$ cat config.mk
export PLATFORM = sky130hd
export DESIGN_NAME = ws_glue
export DESIGN_NICKNAME = d
export VERILOG_FILES = /design/src/rtl/ws_pkg.sv /design/src/rtl/ws_decode.sv /design/src/rtl/ws_clkgen.sv /design/src/rtl/ws_cycle_regs.sv /design/src/rtl/ws_glue.sv
export SDC_FILE = /design/constraint.sdc
export NUM_CORES = 1
export LEC_CHECK = 0
export BUFFER_PORTS_ARGS = -buffer_cell sky130_fd_sc_hd__buf_2
export CAP_MARGIN = 20
export CORE_MARGIN = 10
export CORE_UTILIZATION = 49
export DETAILED_ROUTE_END_ITERATION = 10
export PLACE_DENSITY = 0.95
export SYNTH_ARGS = -nofsm -noshare
export SYNTH_HDL_FRONTEND = slang
export SYNTH_SLANG_ARGS = --single-unit
export TNS_END_PERCENT = 5
$ cat constraint.sdc
create_clock -name clk -period 4.65 [get_ports clk]
set_clock_uncertainty 0.15 [all_clocks]
set_input_delay 0.93 -clock clk [delete_from_list [all_inputs] [get_ports clk]]
set_output_delay 0.93 -clock clk [all_outputs]
set_load 0.03 [all_outputs]
$ cat src/rtl/ws_pkg.sv
package ws_pkg;
  localparam int NSEL      = 8;
  localparam int SEL_RAMLO = 0;
  localparam int SEL_IOA   = 1;
  localparam int SEL_IOB   = 2;
  localparam int SEL_IOC   = 3;
  localparam int SEL_XIOA  = 4;
  localparam int SEL_XIOB  = 5;
  localparam int SEL_ROM   = 6;
  localparam int SEL_RAMX  = 7;
  localparam int IO_SLOTS  = 5;

  typedef logic [NSEL-1:0] sel_t;

  // Map an 18-bit address onto a one-hot select vector
  function automatic sel_t map_decode(input logic [1:0] bank, input logic [15:0] a);
    sel_t s;
    s = '0;
    if (bank != 2'b00) begin
      s[SEL_RAMX] = 1'b1;
    end else if (a[15:12] == 4'hC) begin
      if (int'(a[11:8]) < IO_SLOTS) s[SEL_IOA + int'(a[11:8])] = 1'b1;
    end else if (a[15:14] == 2'b11) begin
      s[SEL_ROM] = 1'b1;
    end else begin
      s[SEL_RAMLO] = 1'b1;
    end
    return s;
  endfunction

  // Extra gclk periods the high phase is held for
  function automatic logic [1:0] stretch_units(input logic need, input logic two);
    if (!need) return 2'd0;
    return two ? 2'd2 : 2'd1;
  endfunction
endpackage

$ cat src/rtl/ws_decode.sv
module ws_decode
  import ws_pkg::*;
#(
  parameter logic [NSEL-1:0] WAIT_MASK = 8'b0110_1100
) (
  input  logic [1:0]      bank,
  input  logic [15:0]     addr,
  output logic [NSEL-1:0] sel_dec,
  output logic            need_wait
);
  // The expansion slot for fast peripherals is forced to run unstretched
  localparam logic [NSEL-1:0] EFF_MASK = WAIT_MASK & ~(NSEL'(1) << SEL_XIOA);

  always_comb begin
    sel_dec   = map_decode(bank, addr);
    need_wait = |(sel_dec & EFF_MASK);
  end
endmodule

$ cat src/rtl/ws_clkgen.sv
module ws_clkgen
  import ws_pkg::*;
#(
  parameter int HOLD_W = 2
) (
  input  logic clk,
  input  logic rst_n,
  input  logic need_wait,
  input  logic two_wait,
  output logic gclk,
  output logic phi2,
  output logic rise_evt
);
  logic              gclk_q, phi2_q;
  logic [HOLD_W-1:0] hold_q;

  // The next edge raises phi2 and is the capture point for the access
  assign rise_evt = !gclk_q && !phi2_q;

  always_ff @(posedge clk) begin
    if (!rst_n) begin
      gclk_q <= 1'b0;
      phi2_q <= 1'b0;
      hold_q <= '0;
    end else begin
      gclk_q <= ~gclk_q;
      if (!gclk_q) begin
        if (!phi2_q) begin
          phi2_q <= 1'b1;
          hold_q <= HOLD_W'(stretch_units(need_wait, two_wait));
        end
      end else if (hold_q != '0) begin
        hold_q <= hold_q - 1'b1;
      end else begin
        phi2_q <= 1'b0;
      end
    end
  end

  assign gclk = gclk_q;
  assign phi2 = phi2_q;
endmodule

$ cat src/rtl/ws_cycle_regs.sv
module ws_cycle_regs
  import ws_pkg::*;
(
  input  logic            clk,
  input  logic            rst_n,
  input  logic            rise_evt,
  input  logic            phi2,
  input  logic [1:0]      bank_in,
  input  logic            rwb,
  input  logic [NSEL-1:0] sel_dec,
  input  logic            need_wait,
  output logic [1:0]      bank_a,
  output logic [NSEL-1:0] sel,
  output logic            rd_stb,
  output logic            wr_stb,
  output logic            xcvr_en,
  output logic            need_q
);
  logic [NSEL-1:0] sel_q;
  logic            rwb_q;
  logic            hit;

  always_ff @(posedge clk) begin
    if (!rst_n) begin
      sel_q  <= '0;
      rwb_q  <= 1'b1;
      bank_a <= '0;
      need_q <= 1'b0;
    end else if (rise_evt) begin
      sel_q  <= sel_dec;
      rwb_q  <= rwb;
      bank_a <= bank_in;
      need_q <= need_wait;
    end
  end

  assign hit     = phi2 && (sel_q != '0);
  assign sel     = phi2 ? sel_q : '0;
  assign rd_stb  = hit && rwb_q;
  assign wr_stb  = hit && !rwb_q;
  assign xcvr_en = hit;
endmodule

$ cat src/rtl/ws_glue.sv
module ws_glue
  import ws_pkg::*;
#(
  parameter logic [NSEL-1:0] WAIT_MASK = 8'b0110_1100,
  parameter int              HOLD_W    = 2
) (
  input  logic            clk,
  input  logic            rst_n,
  input  logic [15:0]     addr,
  input  logic [7:0]      data_in,
  input  logic            rwb,
  input  logic            two_wait,
  output logic            phi2,
  output logic            gclk,
  output logic [1:0]      bank_a,
  output logic [NSEL-1:0] sel,
  output logic            rd_stb,
  output logic            wr_stb,
  output logic            xcvr_en
);
  logic [NSEL-1:0] sel_dec;
  logic            need_wait;
  logic            rise_evt;
  logic            need_q;
  logic [1:0]      bank_in;

  assign bank_in = data_in[1:0];

  ws_decode #(.WAIT_MASK(WAIT_MASK)) u_dec (
    .bank(bank_in), .addr(addr), .sel_dec(sel_dec), .need_wait(need_wait)
  );

  ws_clkgen #(.HOLD_W(HOLD_W)) u_clk (
    .clk(clk), .rst_n(rst_n), .need_wait(need_wait), .two_wait(two_wait),
    .gclk(gclk), .phi2(phi2), .rise_evt(rise_evt)
  );

  ws_cycle_regs u_cyc (
    .clk(clk), .rst_n(rst_n), .rise_evt(rise_evt), .phi2(phi2),
    .bank_in(bank_in), .rwb(rwb), .sel_dec(sel_dec), .need_wait(need_wait),
    .bank_a(bank_a), .sel(sel), .rd_stb(rd_stb), .wr_stb(wr_stb),
    .xcvr_en(xcvr_en), .need_q(need_q)
  );
endmodule

After elaboration in Yosys (flattened, before gate mapping)
Index checks and enable logic that the tools add are counted.

cells by class
  bitwise logic cells = 1
  reductions and logical operators = 13
  $add $sub $neg = 2
  eq/ne operators = 5
  mux-type cells = 24
  shift operators = 0
  divide/modulo/power cells = 0
  multiply operators = 0
  $lt $le $gt $ge = 3

operator list
  kind                 count
  $ge 32x1->1 const B  1
  $lt 32x5->1 const B  1
  $mux 8               2
  $mux 1               13
  $mux 2               6
  $reduce_bool 8->1    1
  $mux 7               1
  $add 1x4->5 const A  1
  $logic_and 1x1->1    5
  $mux 5               1
  $eq 4x4->1 const B   1
  $lt 4x3->1 const B   1
  $ne 2x2->1 const B   2
  $reduce_bool 2->1    2
  $reduce_or 4->1      1
  $demux 1 s3          1
  $logic_not 1->1      3
  $eq 2x2->1 const B   1
  $ne 2x1->1 const B   1
  $reduce_and 2->1     1
  $sub 2x1->2 const B  1
  $not 1->1            1

word-level totals
  ROM bits = 0
  output and inout bits = 15
  memories kept = 0
  bits in latches = 0
  bits in writable memories = 0
  bits of input ports = 28
  bits in registers = 15
  word-level logic and storage cells = 54

Longest topological paths before layout
Gate-level depths: netlist of run 1.

  depth after elaboration = 16
  mapped depth = 8
  gate-level depth less buffers = 8

Modules after synthesis
Synthesis of run 1 repeated with hierarchy kept, for this count alone.

unflattened totals
  cell total of the unflattened synthesis = 116
  area, all modules = 993.5 µm²

modules (own cells, without submodules)
  module         instances  area an instance (µm²)  seq. area each (µm²)  cells each
  ws_cycle_regs  1          543.0                   240.2                 54
  ws_decode      1          261.5                   0.0                   42
  ws_clkgen      1          188.9                   80.1                  20

Worst setup path before layout of run 1
Ideal clock, no wire load.

  path kind = register to output
  from = register u_clk.phi2_q (netlist: u_clk.phi2)
  to = output wr_stb
  arrival = 2155 ps
  path buffers = 1
  stages on the path, launching flop included = 4
  setup slack = 1415 ps
  required time = 3570 ps
  cells stage by stage = dfxtp_1 -> clkbuf_1 -> a21boi_0 -> nor2b_1

on the way
  word-level cells in the longest chain between the ends = 2

ends and longest elaborated chain
  item                    line                 RTL
  from (decl)             ws_clkgen.sv:14      logic gclk_q, phi2_q;
  from (signal assigned)  ws_clkgen.sv:23      phi2_q <= 1'b0;
  from (signal assigned)  ws_clkgen.sv:29      phi2_q <= 1'b1;
  from (signal assigned)  ws_clkgen.sv:35      phi2_q <= 1'b0;
  $logic_and 1x1->1       ws_cycle_regs.sv:37  assign hit = phi2 && (sel_q != '0);
  via xcvr_en             ws_glue.sv:19        output logic xcvr_en
  $logic_and 1x1->1       ws_cycle_regs.sv:40  assign wr_stb = hit && !rwb_q;
  to (decl)               ws_glue.sv:18        output logic wr_stb,

The timed path passes the listed nets, and every way through them passes these cells.

Worst setup path after layout of run 1
  from = register u_clk.phi2_q (netlist: u_clk.phi2)
  to = output wr_stb

on the way
  word-level cells in the longest chain between the ends = 2

ends and longest elaborated chain
  item               line
  $logic_and 1x1->1  ws_cycle_regs.sv:37
  $logic_and 1x1->1  ws_cycle_regs.sv:40

Every way passes these cells.

==> results of run 1 <==
-- power by group through the flow --
stage | clock [mW] | combinational [mW] | sequential, mW
6_report | 0.0764 | 0.0724 | 0.144
5_1_grt | 0.0813 | 0.0813 | 0.145
4_1_cts | 0.0775 | 0.0724 | 0.144
3_5_place_dp | 0 | 0.0716 | 0.147
3_3_place_gp | 0 | 0.0673 | 0.146
2_1_floorplan | 0 | 0.0458 | 0.149
-- per-stage QoR --
stage / power (mW) / worst slack, ns / std cells / hold WS, ns / instance area, um2
6_report: 0.293 / 2.03 / 165 / 0.325 / 1100
5_1_grt: 0.308 / 1.88 / 165 / 0.352 / 1100
4_1_cts: 0.294 / 2.03 / 165 / 0.328 / 1100
3_5_place_dp: 0.218 / 1.74 / 161 / 0.317 / 1070
3_3_place_gp: 0.213 / 1.80 / 161 / 0.302 / 1070
2_1_floorplan: 0.195 / 1.42 / 112 / 0.299 / 918
-- cells by family after synthesis --
group | after synthesis
simple gates | 56
xor+xnor | 2
compound gates | 27
buf+inv | 8
fa+ha+maj | 3
mux | 1
flops | 15
-- state kept, by name, indices dropped and copies added (netlist names) --
register / cells
u_cyc.sel_q: 8
u_clk.hold_q: 2
u_clk.phi2: 1
u_clk.gclk: 1
u_cyc.bank_a: 2
u_cyc.rwb_q: 1
-- area by class of cell --
cell class	instances	area, um2	area share [%]
multi-input cells	89	587	53.3
flip-flops and latches	15	300	27.3
repair buffers	28	140	12.7
well taps	25	31.3	2.84
clock buffers	3	22.5	2.05
inverters	4	15.0	1.36
clock inverters	1	5.00	0.455
-- worst paths after layout --
check | startpoint | end | slack (ns) | depth (start not counted)
worst max-delay path | u_clk.phi2 | wr_stb | 2.03 | 3
worst min-delay path | u_cyc.sel_q[4] | u_cyc.sel_q[4] | 0.32 | 2
worst max register to register | u_clk.phi2 | u_clk.hold_q[1] | 2.88 | 3
worst min register to register | u_cyc.sel_q[4] | u_cyc.sel_q[4] | 0.32 | 2
-- placed cells by master (no fill, tap or decap), drive strengths merged, types with 2 or more instances in the layout --
| cell | synthesis | routed |
|---|---|---|
| a21boi | 10 | 10 |
| a21oi | 3 | 3 |
| a32o | 2 | 2 |
| and2 | 11 | 11 |
| buf | 1 | 28 |
| clkbuf | 3 | 3 |
| dfxtp | 15 | 15 |
| ha | 3 | 3 |
| inv | 4 | 4 |
| nand2 | 15 | 15 |
| nand3 | 6 | 6 |
| nand4 | 2 | 2 |
| nor2 | 5 | 5 |
| nor2b | 3 | 3 |
| nor3 | 2 | 2 |
| nor4 | 4 | 4 |
| o21ai | 5 | 5 |
| xnor2 | 2 | 2 |
-- layer usage --
metal	GRT usage (%)	vias to the layer above	wire, um
li1	-	458	-
met1	13.4	423	1080
met2	19.7	37	1040
met3	3.36	3	165
met4	7.10	0	32
met5	0	-	0
-- critical path, cell delays in order (launching register included) --
cell and delay, ns:
dfxtp_1 0.54, a21boi_0 0.32, nor2b_1 0.18, buf_2 0.21
==> impl_metrics.json, run 1 <==
{
  "internal_power_uw": 196,
  "cp-start-kind": "flip-flop",
  "core_mm2": 0.00175,
  "areaGrowthSynthToFinish_pct": 19.9,
  "synth-edff-count": 0,
  "final.setup.tns_ns": 0,
  "numCtsBuffers": 3,
  "grt_max_degree": 16,
  "synth_xor_area_share_pct": 1.91,
  "switching_power_uw": 96.4,
  "die_h_um": 63.3,
  "drive_gt1_share_pct": 26.4,
  "synth-compound-area-share_pct": 23.4,
  "cp.arrival_ns": 1.54,
  "detail_route.wl_per_cell_um": 14.1,
  "clkTransAtPathRegs_ns": 0.09,
  "drt-total-wl_um": 2320,
  "postCtsHoldBufs": 0,
  "synth_top_family_by_area": "simple AND/OR/NAND/NOR gates",
  "async_flop_share_pct": 0,
  "slew-limit-headroom_pct": 47.1,
  "synth-seq-cells": 15,
  "comb_power_share_pct": 24.7,
  "first_iter_violations": 26,
  "grt_pass1_vias": 915,
  "required_ns": 3.57,
  "critPathKind": "reg2out",
  "grtUsageTotal_pct": 12.0,
  "synth.avg_cell_area_um2": 8.20,
  "num_antenna_cells": 0,
  "ir_worst_vdd_v": 0.000137,
  "post-cts-setup-buffer-count": 0,
  "utilization_pct": 63.1,
  "gp_congestion": 0.882,
  "drv_slew": 0,
  "synth_flop_cell": "dfxtp_1",
  "ant_nets": 0,
  "min_path_type": "reg2reg",
  "worstPathMaxFanout": 14,
  "clock_power_share_pct": 26.1,
  "ys_types": 36,
  "cts_tree": "done",
  "synth_fp_nets": 143,
  "synth_simple_gate_area_share_pct": 33.4,
  "h-tree-depth": 1,
  "synthesis.instances": 112,
  "max_cap_violations": 0,
  "cp-end-kind": "output port",
  "numPortBuffers": 28,
  "cts-resized-gates": 0,
  "num_rows": 15,
  "worstMarginPinSlew_ns": 0.791,
  "layout_worst_path_cycle_share_pct": 56.3,
  "nNetsFinal": 172,
  "grt-ovfl-total": 0,
  "synthMuxAreaShare_pct": 1.09,
  "post_synth_instance_area_um2": 918,
  "avgViaCountPerCell": 5.58,
  "clock_path_buffers": 2,
  "grt_pass1_wl_um": 4040,
  "yosysSeqAreaShare_pct": 32.7,
  "p_sw_share_pct": 32.9,
  "synth_adder_area_share_pct": 4.09,
  "dpl.hpwl_um": 1780,
  "fmax_mhz": 382,
  "status": "finished, final reports clean",
  "clockRootBuffer": "clkbuf_4",
  "drtPass1Iterations": 4,
  "rsz0062_at_grt": "false",
  "n_fill_cell": 147,
  "netlist_top_cells_area": "dfxtp_1 33%, a21boi_0 8.2%, and2_1 7.5%",
  "power_leakage_nw": 0.476,
  "ys_warn_count": 0,
  "clkSinkCount": 15,
  "cellPowerDensity_mw_per_mm2": 266,
  "vias": 921,
  "die_w_um": 63.3,
  "num_io_pins": 43,
  "clk_latency_ns": 0.29,
  "drc_errors": 0,
  "die_area_mm2": 0.00401,
  "initial_core_util_pct": 52.6,
  "antenna_found_initial": 0,
  "setup_viol_count_final": 0,
  "seqPwrFrac_pct": 49.2,
  "yosys.area.top_type": "dfxtp_1",
  "synth.top_cell.area_share_pct": 32.7,
  "final_hold_viol_count": 0,
  "ys_top_cells_by_count": "15 x dfxtp_1, 15 x nand2_1, 11 x and2_1, 10 x a21boi_0, 6 x nand3_1",
  "period_needed_ns": 2.62
}
(Power assumes the default switching activity.)
==> run 2, diff against run 1 <==
ABC_AREA = 1   (was unset)
CORE_UTILIZATION = 45   (was 49)
PLACE_DENSITY = 0.89   (was 0.95)
clock period = 2.7 ns   (was 4.65 ns; I/O delays follow)
==> impl_metrics.json, run 2 <==
{
  "num_rows": 16,
  "clock_path_buffers": 2,
  "grt_max_degree": 17,
  "crit_path_max_incr_delay_ns": 0.52,
  "cp_cell_sequence": "or4_1 > o21ai_1 > inv_1 > buf_2",
  "synthesis.instances": 140,
  "ant_nets": 0,
  "rsz0062_at_grt": "false",
  "initial_core_util_pct": 46.5,
  "grt_pass1_wl_um": 3730,
  "cp-end-kind": "output port",
  "min_path_type": "in2reg",
  "utilization_pct": 56.4,
  "power_leakage_nw": 0.611,
  "ff2ff_path_depth": 5,
  "reg_top3": "u_cyc.sel_q x8, u_clk.hold_q x2, u_cyc.bank_a x2",
  "cellPowerDensity_mw_per_mm2": 478,
  "cts_tree": "done",
  "largest_reg_flops": 8,
  "grtUsageTotal_pct": 10.5,
  "numCtsBuffers": 3,
  "n_fill_cell": 181,
  "worstMarginPinSlew_ns": 0.395,
  "cp_slowest_cell": "or4_1",
  "critPathBufInv": 2,
  "h-tree-depth": 1,
  "yosysSeqAreaShare_pct": 33.3,
  "ys_warn_count": 0,
  "core_mm2": 0.00194,
  "first_iter_violations": 47,
  "ys_top_cells_by_count": "30 x nand2_1, 23 x inv_1, 17 x nor2_1, 15 x dfxtp_1, 13 x a21oi_1",
  "period_needed_ns": 2.29,
  "crit_cells": 4,
  "critPathKind": "reg2out",
  "numPortBuffers": 28,
  "ir_worst_vdd_v": 0.000396,
  "post_synth_instance_area_um2": 902,
  "die_w_um": 64.8,
  "worstPathMaxFanout": 3,
  "drc_errors": 0,
  "status": "finished, final reports clean",
  "layout_commonest_cell": "nand2_1",
  "final.setup.tns_ns": 0,
  "avgViaCountPerCell": 5.04,
  "cp.arrival_ns": 1.60,
  "synth-seq-cells": 15,
  "synth.avg_cell_area_um2": 6.44,
  "async_flop_share_pct": 0,
  "yosys.area.top_type": "dfxtp_1",
  "drt-total-wl_um": 2270,
  "ys_types": 24,
  "drive_gt1_share_pct": 25.9,
  "fin_area_mm2": 0.00110,
  "required_ns": 2.01,
  "clkSinkCount": 15,
  "grt_pass1_vias": 902,
  "top_register": "u_cyc.sel_q",
  "synth.top_cell.area_share_pct": 33.3,
  "netlist_top_cells_area": "dfxtp_1 33%, nand2_1 12%, inv_1 9.6%",
  "max_cap_violations": 0,
  "synth_fp_nets": 171,
  "synth_flop_cell": "dfxtp_1",
  "die_area_mm2": 0.00420,
  "nNetsFinal": 202,
  "detail_route.wl_per_cell_um": 11.5,
  "drv_slew": 0,
  "placed_cell_area_mm2": 0.00107,
  "multi_input_area_um2": 493,
  "cts-resized-gates": 0,
  "clkTransAtPathRegs_ns": 0.09,
  "drtPass1Iterations": 4,
  "dpl.hpwl_um": 1840,
  "setup_viol_count_final": 0,
  "fmax_mhz": 436,
  "vias": 992,
  "layout_worst_path_cycle_share_pct": 84.9,
  "clk_latency_ns": 0.28,
  "gp_congestion": 0.850,
  "num_io_pins": 43,
  "final_hold_viol_count": 0,
  "cp-start-kind": "flip-flop",
  "die_h_um": 64.8,
  "grt-ovfl-total": 0,
  "postCtsHoldBufs": 0,
  "regArea_um2": 300,
  "layout_common_cells": "30 x nand2_1, 28 x buf_2, 23 x inv_1",
  "antenna_found_initial": 0,
  "post-cts-setup-buffer-count": 0,
  "synth-edff-count": 0,
  "clockRootBuffer": "clkbuf_4",
  "slew-limit-headroom_pct": 73.7,
  "synth.most_common_cell": "nand2_1",
  "critical_path.top_delay_family": "simple AND/OR/NAND/NOR gates",
  "num_antenna_cells": 0,
  "min_path_cells": 3,
  "areaGrowthSynthToFinish_pct": 21.5
}
## run 2: worst reg2reg max path: stages, from the launching register on
cell and delay, ns:
dfxtp_1 0.44, nor2_4 0.33, inv_2 0.13, nor4_1 0.30
nand3_1 0.10, a21oi_1 0.13
## run 2: metrics by stage
stage                     power [mW]  cells  setup slack [ns]  hold slack [ns]
after CTS                      0.530    197             0.385            0.313
after global routing           0.558    197             0.297            0.346
after detailed placement       0.402    193             0.676            0.317
after global placement         0.394    193             0.715            0.297
final                          0.524    197             0.408            0.323
after floorplan                0.359    140             0.594            0.301
## run 2: layout make-up
type	count	share of cell area, %
well taps	27	3.08
clock inverters	1	0.457
inverters	27	9.25
multi-input cells	96	45.0
flip-flops and latches	15	27.4
repair buffers	28	12.8
clock buffers	3	2.05
## run 2: final timing paths
path	startpoint	endpoint	slack (ns)
worst min register to register	u_cyc.bank_a[0]	u_cyc.bank_a[0]	0.33
worst max register to register	u_clk.phi2	u_cyc.sel_q[4]	1.06
worst max-delay path	u_cyc.sel_q[7]	xcvr_en	0.41
worst min-delay path	rwb	u_cyc.rwb_q	0.32
## run 2: kinds of logic after synthesis
logic type	count (synthesis)	synth area share (%)
AOI/OAI and AO/OA	27	17.5
adders and majority gates	3	4.16
buffers and inverters	29	12.1
DFF	15	33.3
and+or+nand+nor	66	33.0
## run 2: layer usage
metal,share of wire (%),vias to the layer above,track usage [%]
li1,-,504,-
met1,43,444,12.1
met2,47,40,16.7
met3,8.6,4,4.30
met4,1.6,0,4.01
met5,0,-,0
## run 2: report_power, final
group | internal (mW) | total (mW) | switching (mW)
Clock | 0.0550 | 0.127 | 0.0720
Combinational | 0.0472 | 0.143 | 0.0956
Sequential | 0.239 | 0.254 | 0.0158
==> run 3, diff against run 2 <==
ABC_AREA = 0   (was 1)
CORE_UTILIZATION = 41   (was 45)
PLACE_DENSITY = 0.86   (was 0.89)
clock period = 1.9 ns   (was 2.7 ns; I/O delays follow)
==> impl_metrics.json, run 3 (synthesis gave the netlist of run 1 again) <==
{
  "vias": 991,
  "layout_commonest_cell": "buf_2",
  "comb_power_share_pct": 30.0,
  "drc_errors": 0,
  "status": "finished, violations left",
  "cp-end-kind": "flip-flop",
  "num_antenna_cells": 0,
  "placed_cell_area_mm2": 0.00128,
  "cp-start-kind": "primary input",
  "numPortBuffers": 28,
  "slew-limit-headroom_pct": 71.4,
  "avgViaCountPerCell": 5.22,
  "grt-ovfl-total": 0,
  "switching_power_uw": 246,
  "wl_met1_um": 1120,
  "setup_viol_count_final": 2,
  "clk_latency_ns": 0.29,
  "num_rows": 17,
  "p_sw_share_pct": 32.1,
  "dp_slack_ns": -0.333,
  "areaGrowthSynthToFinish_pct": 48.1,
  "ant_nets": 0,
  "routed.top_layer": "met4",
  "required_ns": 1.94,
  "die_area_mm2": 0.00453,
  "clkSinkCount": 15,
  "final_hold_viol_count": 0,
  "clock_path_buffers": 2,
  "dpl.hpwl_um": 2110,
  "worstPathMaxFanout": 5,
  "grt_pass1_vias": 999,
  "fin_area_mm2": 0.00136,
  "drv_slew": 0,
  "period_needed_ns": 1.92,
  "detail_route.wl_per_cell_um": 13.7,
  "route.met3.wl_um": 179,
  "drive_gt1_share_pct": 43.8,
  "cellPowerDensity_mw_per_mm2": 563,
  "ff2ff_path_depth": 5,
  "drt-total-wl_um": 2600,
  "grt_pass1_wl_um": 4220,
  "die_w_um": 67.3,
  "drtPass1Iterations": 6,
  "numPlacedInstances": 183,
  "seqPwrFrac_pct": 46.5,
  "top_register": "u_cyc.sel_q",
  "violations": "negative setup slack",
  "critPathKind": "in2reg",
  "numCtsBuffers": 3,
  "power_leakage_nw": 0.599,
  "h-tree-depth": 1,
  "max_cap_violations": 0,
  "initial_core_util_pct": 42.3,
  "antenna_found_initial": 0,
  "num_io_pins": 43,
  "min_path_type": "in2reg",
  "internal_power_uw": 520,
  "layout_common_cells": "25 x buf_2, 23 x buf_4, 15 x nand2_1",
  "ir_worst_vdd_v": 0.000362,
  "grtUsageTotal_pct": 11.7,
  "first_iter_violations": 43,
  "die_h_um": 67.3,
  "min_path_cells": 3,
  "clkTransAtPathRegs_ns": 0.09,
  "fin_ws_ns": -0.0194,
  "rsz0062_at_grt": "true",
  "core_mm2": 0.00217,
  "fmax_mhz": 521,
  "layout_worst_path_cycle_share_pct": 101,
  "cp.arrival_ns": 1.95,
  "cts_tree": "done",
  "largest_reg_flops": 8,
  "power.total_uw": 766,
  "worstMarginPinSlew_ns": 0.425,
  "gp_congestion": 0.816,
  "clock_power_share_pct": 23.5,
  "dr_wl_met2_um": 1240,
  "final_cells": 190,
  "postCtsHoldBufs": 0,
  "reg_top3": "u_cyc.sel_q x8, u_clk.hold_q x2, u_cyc.bank_a x2",
  "grt_max_degree": 16,
  "utilization_pct": 62.7,
  "clockRootBuffer": "clkbuf_4",
  "nNetsFinal": 194
}
==> run 3: cell count changes in the layout (fill, tap and decap cells not counted), moves of 4 or more <==
| cell | before | now |
|---|---|---|
| a21oi_1 | 13 | 3 |
| buf_4 | 0 | 23 |
| nand2_1 | 30 | 15 |
| o21ai_0 | 9 | 5 |
| nor2_1 | 17 | 5 |
| dfxtp_2 | 0 | 5 |
| a21boi_0 | 0 | 9 |
| and2_1 | 0 | 10 |
| inv_1 | 23 | 4 |
| dfxtp_1 | 15 | 10 |
==> run 3: final timing paths <==
check	from	end	slack (ns)
max	addr[9]	u_clk.hold_q[1]	-0.02
min	rwb	u_cyc.rwb_q	0.17
max reg2reg	u_clk.hold_q[0]	u_clk.hold_q[1]	0.32
min reg2reg	u_cyc.bank_a[0]	u_cyc.bank_a[0]	0.32
==> run 3: stage by stage <==
stage / hold WS [ns] / TNS (ns)
final: 0.169 / -0.0244
after CTS: 0.166 / -0.00486
after floorplan: 0.299 / -0.0655
after detailed placement: 0.310 / -1.11
after global placement: 0.308 / -0.732
after global routing: 0.158 / -0.321
==> run 3: power groups by stage <==
| stage | sequential, mW | combinational, mW | clock (mW) |
|---|---|---|---|
| 6_report | 0.357 | 0.230 | 0.180 |
| 5_1_grt | 0.358 | 0.252 | 0.201 |
| 4_1_cts | 0.356 | 0.230 | 0.190 |
| 3_5_place_dp | 0.362 | 0.220 | 0 |
| 3_3_place_gp | 0.358 | 0.209 | 0 |
| 2_1_floorplan | 0.366 | 0.121 | 0 |
==> run 3: timing repair <==
action	in CTS	in global routing
pin swaps	3	0
hold endpoints to repair	0	0
setup endpoints to repair	3	4
resized for setup	11	1
setup buffers	3	0
==> run 3: per-layer routing <==
layer  track usage, %  up-vias
met5                0        -
met4             7.44        0
met3             3.14        9
met2             20.1       32
met1             12.3      448
li1                 -      502
==> run 3: area by class of cell <==
| cell class | count | area, um2 |
|---|---|---|
| clock inverters | 1 | 5.00 |
| clock buffers | 3 | 22.5 |
| flip-flops and latches | 15 | 307 |
| fillers | 172 | 810 |
| well taps | 28 | 35.0 |
| multi-input cells | 89 | 656 |
| inverters | 4 | 15.0 |
| repair buffers | 50 | 320 |
==> run 3: worst max-delay path, stage by stage <==
cell	delay (ns)
buf_2	0.14
ha_4	0.18
xnor2_1	0.34
xnor2_1	0.11
a32o_2	0.28
a41oi_2	0.21
nor3b_1	0.09
o221a_1	0.24
